## src/rtl/flash_cmd_pkg.sv

```systemverilog
package flash_cmd_pkg;
  localparam logic [7:0] OP_PROG_A  = 8'h10;
  localparam logic [7:0] OP_PROG_B  = 8'h40;
  localparam logic [7:0] OP_ERASE   = 8'h20;
  localparam logic [7:0] OP_CLR     = 8'h50;
  localparam logic [7:0] OP_LOCK    = 8'h60;
  localparam logic [7:0] OP_STAT    = 8'h70;
  localparam logic [7:0] OP_IDENT   = 8'h90;
  localparam logic [7:0] OP_QUERY   = 8'h98;
  localparam logic [7:0] OP_BUFWR   = 8'hE8;
  localparam logic [7:0] OP_ARRAY   = 8'hFF;
  localparam logic [7:0] OP_CONFIRM = 8'hD0;
  localparam logic [7:0] OP_LOCK_B  = 8'h01;

  typedef enum logic [1:0] {
    RD_ARRAY  = 2'd0,
    RD_STATUS = 2'd1,
    RD_IDENT  = 2'd2,
    RD_QUERY  = 2'd3
  } rd_mode_e;

  typedef enum logic [1:0] {
    CYC_IDLE    = 2'd0,
    CYC_ARG     = 2'd1,
    CYC_DATA    = 2'd2,
    CYC_CONFIRM = 2'd3
  } cyc_e;

  typedef struct packed {
    logic set_rdy;
    logic set_eerr;
    logic set_perr;
    logic clr;
  } sts_ev_t;
endpackage

```

## src/rtl/flash_cmd_decode.sv

```systemverilog
module flash_cmd_decode
  import flash_cmd_pkg::*;
(
  input  cyc_e        cyc_i,
  input  logic [7:0]  cmd_i,
  input  logic [7:0]  code_i,
  input  logic        cnt_zero_i,
  input  logic        ro_i,
  output cyc_e        cyc_o,
  output logic [7:0]  cmd_o,
  output logic        prog_o,
  output logic        erase_o,
  output sts_ev_t     ev_o,
  output logic        cnt_load_o,
  output logic        cnt_dec_o
);
  always_comb begin
    cyc_o      = CYC_IDLE;
    cmd_o      = OP_ARRAY;
    prog_o     = 1'b0;
    erase_o    = 1'b0;
    ev_o       = '0;
    cnt_load_o = 1'b0;
    cnt_dec_o  = 1'b0;
    case (cyc_i)
      CYC_IDLE: begin
        case (code_i)
          OP_PROG_A, OP_PROG_B, OP_ERASE, OP_LOCK, OP_QUERY: begin
            cyc_o = CYC_ARG;
            cmd_o = code_i;
          end
          OP_BUFWR: begin
            cyc_o = CYC_ARG;
            cmd_o = code_i;
            ev_o.set_rdy = 1'b1;
          end
          OP_CLR:            ev_o.clr = 1'b1;
          OP_STAT, OP_IDENT: cmd_o = code_i;
          default: ;
        endcase
      end
      CYC_ARG: begin
        case (cmd_i)
          OP_PROG_A, OP_PROG_B: begin
            prog_o        = !ro_i;
            ev_o.set_perr = ro_i;
            ev_o.set_rdy  = 1'b1;
            cmd_o         = cmd_i;
          end
          OP_ERASE: begin
            if (code_i == OP_CONFIRM) begin
              erase_o       = !ro_i;
              ev_o.set_eerr = ro_i;
              ev_o.set_rdy  = 1'b1;
              cmd_o         = cmd_i;
            end
          end
          OP_BUFWR: begin
            cnt_load_o = 1'b1;
            cyc_o      = CYC_DATA;
            cmd_o      = cmd_i;
          end
          OP_LOCK: begin
            if (code_i == OP_CONFIRM || code_i == OP_LOCK_B) begin
              ev_o.set_rdy = 1'b1;
              cmd_o        = cmd_i;
            end
          end
          OP_QUERY: begin
            if (code_i != OP_ARRAY) begin
              cyc_o = CYC_ARG;
              cmd_o = cmd_i;
            end
          end
          default: ;
        endcase
      end
      CYC_DATA: begin
        prog_o        = !ro_i;
        ev_o.set_perr = ro_i;
        cmd_o         = cmd_i;
        if (cnt_zero_i) begin
          cyc_o = CYC_CONFIRM;
        end else begin
          cyc_o     = CYC_DATA;
          cnt_dec_o = 1'b1;
        end
      end
      CYC_CONFIRM: begin
        if (code_i == OP_CONFIRM) begin
          ev_o.set_rdy = 1'b1;
          cmd_o        = cmd_i;
        end
      end
      default: ;
    endcase
  end
endmodule

```

## src/rtl/flash_status_reg.sv

```systemverilog
module flash_status_reg
  import flash_cmd_pkg::*;
(
  input  logic       clk_i,
  input  logic       rst_ni,
  input  sts_ev_t    ev_i,
  output logic [7:0] status_o
);
  always_ff @(posedge clk_i or negedge rst_ni) begin
    if (!rst_ni) begin
      status_o <= '0;
    end else if (ev_i.clr) begin
      status_o <= '0;
    end else begin
      if (ev_i.set_rdy)  status_o[7] <= 1'b1;
      if (ev_i.set_eerr) status_o[5] <= 1'b1;
      if (ev_i.set_perr) status_o[4] <= 1'b1;
    end
  end
endmodule

```

## src/rtl/flash_wbuf_cnt.sv

```systemverilog
module flash_wbuf_cnt #(
  parameter int CW = 8
) (
  input  logic          clk_i,
  input  logic          rst_ni,
  input  logic          load_i,
  input  logic          dec_i,
  input  logic [CW-1:0] val_i,
  output logic          zero_o
);
  logic [CW-1:0] cnt_q;

  always_ff @(posedge clk_i or negedge rst_ni) begin
    if (!rst_ni)     cnt_q <= '0;
    else if (load_i) cnt_q <= val_i;
    else if (dec_i)  cnt_q <= cnt_q - 1'b1;
  end

  assign zero_o = (cnt_q == '0);
endmodule

```

## src/rtl/flash_lane_rep.sv

```systemverilog
module flash_lane_rep #(
  parameter int DW    = 16,
  parameter int DEV_W = 8
) (
  input  logic [7:0]    status_i,
  output logic [DW-1:0] lanes_o
);
  localparam int LANES = DW / DEV_W;

  for (genvar l = 0; l < LANES; l++) begin : g_lane
    assign lanes_o[l*DEV_W +: DEV_W] = DEV_W'(status_i);
  end
endmodule

```

## src/rtl/flash_cmd_seq.sv

```systemverilog
module flash_cmd_seq
  import flash_cmd_pkg::*;
#(
  parameter int AW      = 16,
  parameter int DW      = 16,
  parameter int DEV_W   = 8,
  parameter int SECT_AW = 8
) (
  input  logic          clk_i,
  input  logic          rst_ni,
  input  logic          wr_en_i,
  input  logic [AW-1:0] wr_addr_i,
  input  logic [DW-1:0] wr_data_i,
  input  logic          ro_i,
  output logic [1:0]    rd_mode_o,
  output logic [7:0]    status_o,
  output logic [DW-1:0] rd_status_o,
  output logic          prog_req_o,
  output logic          erase_req_o,
  output logic [AW-1:0] req_addr_o,
  output logic [DW-1:0] req_data_o
);
  localparam logic [AW-1:0] SECT_MASK = ~AW'((1 << SECT_AW) - 1);

  cyc_e       cyc_q, cyc_d;
  logic [7:0] cmd_q, cmd_d;
  logic       prog_d, erase_d, cnt_load, cnt_dec, cnt_zero;
  sts_ev_t    ev_d, ev_g;
  logic [AW-1:0] sect_addr_q;

  flash_cmd_decode u_dec (
    .cyc_i      (cyc_q),
    .cmd_i      (cmd_q),
    .code_i     (wr_data_i[7:0]),
    .cnt_zero_i (cnt_zero),
    .ro_i       (ro_i),
    .cyc_o      (cyc_d),
    .cmd_o      (cmd_d),
    .prog_o     (prog_d),
    .erase_o    (erase_d),
    .ev_o       (ev_d),
    .cnt_load_o (cnt_load),
    .cnt_dec_o  (cnt_dec)
  );

  assign ev_g = wr_en_i ? ev_d : '0;

  flash_status_reg u_sts (
    .clk_i    (clk_i),
    .rst_ni   (rst_ni),
    .ev_i     (ev_g),
    .status_o (status_o)
  );

  flash_wbuf_cnt #(.CW(DEV_W)) u_cnt (
    .clk_i  (clk_i),
    .rst_ni (rst_ni),
    .load_i (wr_en_i && cnt_load),
    .dec_i  (wr_en_i && cnt_dec),
    .val_i  (wr_data_i[DEV_W-1:0]),
    .zero_o (cnt_zero)
  );

  flash_lane_rep #(.DW(DW), .DEV_W(DEV_W)) u_rep (
    .status_i (status_o),
    .lanes_o  (rd_status_o)
  );

  always_ff @(posedge clk_i or negedge rst_ni) begin
    if (!rst_ni) begin
      cyc_q       <= CYC_IDLE;
      cmd_q       <= OP_ARRAY;
      sect_addr_q <= '0;
      prog_req_o  <= 1'b0;
      erase_req_o <= 1'b0;
      req_addr_o  <= '0;
      req_data_o  <= '0;
    end else begin
      prog_req_o  <= wr_en_i && prog_d;
      erase_req_o <= wr_en_i && erase_d;
      if (wr_en_i) begin
        cyc_q <= cyc_d;
        cmd_q <= cmd_d;
        // erase targets the sector named by the setup write
        if (cyc_q == CYC_IDLE) sect_addr_q <= wr_addr_i & SECT_MASK;
        req_addr_o <= erase_d ? sect_addr_q : wr_addr_i;
        req_data_o <= wr_data_i;
      end
    end
  end

  always_comb begin
    case (cmd_q)
      OP_ARRAY: rd_mode_o = RD_ARRAY;
      OP_IDENT: rd_mode_o = RD_IDENT;
      OP_QUERY: rd_mode_o = RD_QUERY;
      default:  rd_mode_o = RD_STATUS;
    endcase
  end
endmodule

```

## config.mk

```make
export PLATFORM = sky130hd
export DESIGN_NAME = flash_cmd_seq
export DESIGN_NICKNAME = d
export VERILOG_FILES = /design/src/rtl/flash_cmd_pkg.sv /design/src/rtl/flash_cmd_decode.sv /design/src/rtl/flash_status_reg.sv /design/src/rtl/flash_wbuf_cnt.sv /design/src/rtl/flash_lane_rep.sv /design/src/rtl/flash_cmd_seq.sv
export SDC_FILE = /design/constraint.sdc
export NUM_CORES = 1
export LEC_CHECK = 0
export ABC_AREA = 1
export BUFFER_PORTS_ARGS = -buffer_cell sky130_fd_sc_hd__clkbuf_2
export CAP_MARGIN = 40
export CORE_MARGIN = 3
export CORE_UTILIZATION = 45
export DETAILED_ROUTE_END_ITERATION = 8
export MAX_ROUTING_LAYER = met4
export PLACE_DENSITY = 0.79
export SLEW_MARGIN = 20
export SYNTH_ARGS = -nofsm -noshare
export SYNTH_HDL_FRONTEND = slang
export SYNTH_SLANG_ARGS = --single-unit
```

## constraint.sdc

```tcl
create_clock -name clk_i -period 1.9 [get_ports clk_i]
set_input_delay 0 -clock clk_i [delete_from_list [all_inputs] [get_ports clk_i]]
set_output_delay 0 -clock clk_i [all_outputs]
set_load 0.05 [all_outputs]
```

# After elaboration in Yosys (flattened, before gate mapping)
# Index checks and enable logic that the tools add are counted.
# totals
ff_bits,63
latchBits,0
ramBits,0
romBits,0
inputBits,36
output_inout_bits,60
wordCells,99
memories,0
# classes
n_addsub,1
mul,0
div_mod_pow,0
magnitude_cmp,0
eq_ne,26
n_shift,0
n_mux,42
bitwise,1
n_reduce_logical,18
# ops
cell,n
8-bit == test (second input constant),8
8-bit by 7-bit == test with 1-bit output (second input constant),6
8-bit 2-to-1 mux,6
8-bit case mux with 4 select lines,1
8-bit case mux with 3 select lines,1
1-bit 2-to-1 mux,23
8-bit by 5-bit == test with 1-bit output (second input constant),2
8-bit by 6-bit == test with 1-bit output (second input constant),2
16-bit 2-to-1 mux,1
2-bit case mux with 3 select lines,2
8-bit by 1-bit == test with 1-bit output (second input constant),1
8-bit logical NOT,1
8-bit inequality test (second input constant),1
2-bit nonzero test,4
8-bit OR reduction,1
8-bit by 1-bit subtractor with 8-bit output (second input constant),1
3-bit inequality test (second input constant),2
1-bit case mux with 3 select lines,2
6-bit OR reduction,1
5-bit AND reduction,1
2-bit == test (second input constant),2
1-bit logical AND,4
2-bit 2-to-1 mux,2
4-bit 2-to-1 mux,1
other kinds (11),12

# Logic depth before layout (Yosys ltp)
# depth
word_depth,8
ltp_mapped,12
ltp_nobuf,12

# By module
# Synthesis repeated with hierarchy kept, for this count alone.
# unflattened
hier_cells,562
hier_area_um2,3923.8
# by_module_without_submodules
module,n_inst,cells_each,area_per_inst_um2,seq_area_each_um2
flash_cmd_seq,1,263,2184.6,1311.3
flash_cmd_decode,1,197,949.7,0.0
flash_wbuf_cnt,1,71,530.5,200.2
flash_status_reg,1,15,138.9,75.1
flash_lane_rep,1,16,120.1,0.0

# Least setup slack after synthesis
# No wires, ideal clock.
# synth_timing
path_type,reg-to-output
start,register cmd_q[4]
end,output rd_mode_o[0]
t_arrival_ns,2.213
required_time_ns,1.900
path_slack_ns,-0.313
stages_incl_launch_ff,6
path_buffers,0
cell_sequence,dfstp_2 > inv_1 > nor2_1 > nand2_1 > nor2_1 > o21ai_0
# synth_between
elab_chain_len,2
word_cells_on_any_way,4
classes_between,eq/ne (3); mux (1)
# synth_rtl
item,line,text
"start, declared",flash_cmd_seq.sv:26,"logic [7:0] cmd_q, cmd_d;"
"start signal, assigned",flash_cmd_seq.sv:83,cmd_q <= cmd_d;
8-bit == test,flash_cmd_seq.sv:93,case (cmd_q)
2-bit case mux with 3 select lines *,flash_cmd_seq.sv:93,
"end, declared",flash_cmd_seq.sv:15,"output logic [1:0] rd_mode_o,"
# Every way passes the cells marked *; elsewhere a longest branch is shown, timed or not.

# Worst setup path in the final report
# layout_timing
start,register cmd_q[5]
end,register req_addr_o[13]
# layout_between
elab_chain_len,4
# layout_rtl
item,line,text
8-bit by 6-bit == test with 1-bit output,flash_cmd_decode.sv:43,case (cmd_i)
1-bit 2-to-1 mux,flash_cmd_decode.sv:43,
1-bit 2-to-1 mux,flash_cmd_decode.sv:25,case (cyc_i)
16-bit 2-to-1 mux,flash_cmd_seq.sv:86,req_addr_o <= erase_d ? sect_addr_q : wr_addr_i;
"end signal, assigned",flash_cmd_seq.sv:86,
"end, declared",flash_cmd_seq.sv:20,"output logic [AW-1:0] req_addr_o,"
# Every way passes these cells.
# A chain may end at the register's enable or synchronous reset.

==> out/metrics.cfg <==
[logic_synthesis]
avgSynthCellArea_um2 = 7.44
syn_area_um2 = 3530
ys_types = 31
yosysWarnings = 0
synth-compound-area-share_pct = 9.60
synth_top_cell_by_area = dfrtp_1
ys_seq_area_share_pct = 44.9
synth_fa_ha_area_share_pct = 1.77
synth-simple-area-share_pct = 31.0
synth-seq-cells = 63
async_flop_share_pct = 100
synthTopCellsByCount = nand2_1 (155), dfrtp_1 (55), inv_1 (47)
syn_inst = 475
synthMuxAreaShare_pct = 0
synth-main-ff-cell = dfrtp_1
synth_top_cell_area_share_pct = 39.0
yosysMostFrequentCell = nand2_1
synth_edf_count = 0
post_synth_xor_area_fraction_pct = 0.496
synth_top_family_by_area = simple AND/OR/NAND/NOR gates
synth_area_leaders = dfrtp_1 (39%), nand2_1 (16%), dfstp_2 (6.0%)

[global_route]
grt_pass1_vias = 3292
gr-usage-all-layers_pct = 22.3
antenna_found_initial = 0
grt_max_degree = 34
gr-total-overflow = 0
grt_pass1_wl_mm = 15.2

[critical_path]
crit_chain = inv_1, nor2_2, nand2_1, nor2_2, nand4_4, o21ai_1, nand2_1
criticalPathCategory = reg -> reg
end_kind = flop
worstPathRequired_ns = 2.12
r2r_cells = 7
reg2reg_setup_slack_ns = 0.06
path_max_fanout = 12
cpPeakStageDelay_ns = 0.58
cp_top_family = simple AND/OR/NAND/NOR gates
slowest_stage = dfstp_2
r2r_end = req_addr_o[13]$_DFFE_PN0P_
path_buf_inv = 1
r2r-start = cmd_q[5]$_DFFE_PN1P_
worstPathArrival_ns = 2.07
worstSetupStartpointType = flop

[floorplan]
die_x_um = 94.6
core_area_um2 = 7450
initial_core_util_pct = 47.4
rows = 31
io-pin-count = 96
die_h_um = 94.6
die_area_um2 = 8950

[cts]
cts.sinks = 63
htree_levels = 3
tritoncts = built
insertion_delay_ns = 0.34
root_buffer = clkbuf_8
cts_buffers = 9
clockBufferDepth = 2
path_clk_slew_ns = 0.07

[final_layout]
final_cells = 690
fin_nets = 627
diodes = 0
drive_gt1_share_pct = 24.4
area_delta_synth_final_pct = 29.3

[placed_design]
port_buffers = 80
place.gp.congestion = 1.05
dp_hpwl_mm = 6.28
placed_cells = 641
place_ws_ns = 0.109

[route]
ant_nets = 0
wl_per_cell_um = 13.7
routed_wl_mm = 9.44
drc = 0
wl_met2_mm = 4.67
viasPerCell = 5.00
wl_met1_mm = 3.87
dr.pass1.iters = 5
top_layer_used = met4
first_iter_violations = 196
dr_wl_met3_um = 640
vias = 3448

[hold_path]
holdCritStartpoint = wr_data_i[6]
min_path_type = in -> reg
holdPathStages = 3
min_to = cmd_q[6]$_DFFE_PN1P_

[run_status]
outcome = finished, final reports clean

[timing]
hold_slack_ns = 0.0490
max_freq_mhz = 542
hold_viol = 0
drv_slew = 0
worst_clock_skew_ns = 0.0101
fin_crit_ns = 1.84
fin_setup_tns_ns = 0
finalCritPeriodShare_pct = 97.1
fin_ws_ns = 0.0557
finalSetupViolations = 0

[power_and_ir_drop]
p_leak_nw = 2.40
powerDensity_nw_per_um2 = 1010
irDropWorstVdd_uv = 933

[flow_run]
maxCapViolations = 0

flip-flops by register name, summed over array words and instances (netlist names):
signal / flops
req_addr_o: 16
req_data_o: 16
cmd_q: 8
sect_addr_q: 8
u_cnt.cnt_q: 8
u_sts.status_o: 3
cyc_q: 2
erase_req_o: 1
prog_req_o: 1
worst max path at each step:
| stage | startpoint | end | slack, ns | cells after the start |
|---|---|---|---|---|
| after CTS | cmd_q[4]$_DFFE_PN1P_ | rd_mode_o[0] | 0.005 | 7 |
| after global placement | cmd_q[5]$_DFFE_PN1P_ | req_addr_o[10]$_DFFE_PN0P_ | 0.16 | 7 |
| after detailed placement | cyc_q[1]$_DFFE_PN0P_ | u_cnt.cnt_q[5]$_DFFE_PN0P_ | 0.11 | 8 |
| after global routing | cmd_q[5]$_DFFE_PN1P_ | req_addr_o[13]$_DFFE_PN0P_ | -0.02 | 7 |
| final | cmd_q[5]$_DFFE_PN1P_ | req_addr_o[13]$_DFFE_PN0P_ | 0.06 | 7 |
| after floorplan | cyc_q[1]$_DFFE_PN0P_ | u_cnt.cnt_q[0]$_DFFE_PN0P_ | 0.20 | 9 |
report_power, final:
part           leakage [nW]  internal [mW]  total [mW]  switching [mW]
combinational          1.52          0.422        1.35           0.932
sequential            0.754           1.59        1.76           0.169
clock                 0.127          0.916        1.47           0.557
cells by family after synthesis:
logic type,Yosys count
buf+inv,87
compound gates,61
xor+xnor,2
flops,63
other cells,1
simple gates,256
fa+ha+maj,5
layout by cell type (no fill, tap or decap), types with 2 or more instances in the layout:
cell / Yosys / routed
a21oi_1: 11 / 10
nand3b_1: 2 / 2
dlygate4sd3_1: 0 / 31
ha_1: 5 / 4
a21oi_2: 5 / 6
nand2_2: 4 / 4
bufinv_16: 0 / 3
nor2_2: 3 / 9
nand3_2: 2 / 2
inv_2: 3 / 3
nor2_1: 46 / 40
dfrtp_1: 55 / 55
xor2_1: 2 / 2
nand4_4: 1 / 2
nor4_1: 2 / 2
inv_1: 47 / 47
clkbuf_8: 0 / 10
dfstp_2: 8 / 8
clkbuf_2: 0 / 79
nand2_1: 155 / 155
clkinv_4: 0 / 2
nand4_1: 5 / 5
conb_1: 1 / 15
nor3_1: 2 / 2
nand3_1: 31 / 31
o21ai_1: 9 / 10
buf_6: 1 / 2
o21ai_0: 30 / 29
nor2_4: 2 / 2
o211ai_1: 6 / 6
buf_4: 23 / 9
final cells by class:
| cell class | instances | area [um2] |
|---|---|---|
| Clock inverter | 6 | 116 |
| Sequential cell | 63 | 1590 |
| Tap cell | 99 | 124 |
| Fill cell | 634 | 2880 |
| Multi-Input combinational cell | 340 | 1610 |
| Timing Repair Buffer | 121 | 796 |
| Inverter | 51 | 191 |
| Clock buffer | 10 | 138 |
metrics by stage:
step	total power [mW]	area [um2]	utilization [%]
floorplan	2.73	3590	-
global placement	3.00	3940	53.0
detailed placement	3.05	3940	53.0
CTS	4.58	4510	60.5
global route	4.87	4570	61.3
finish	4.59	4570	61.3
repair_timing:
action	4_1_cts	5_1_grt
endpoints found under the hold margin	66	0
hold buffers	31	0
setup buffers	0	1
setup endpoints to repair	0	15
gates resized for setup	0	13
per-layer routing:
layer  GRT usage (%)  vias up
li1                -     1688
met1            26.2     1567
met2            36.8      162
met3            5.02       31
met4            9.50        0
met5               -        -
worst reg2reg max path, cell delays in order, from the launching register on:
cell and delay, ns:
dfstp_2 0.58, inv_1 0.07, nor2_2 0.14, nand2_1 0.10, nor2_2 0.25, nand4_4 0.26
o21ai_1 0.24, nand2_1 0.09
Power figures use the tool's default switching activity.
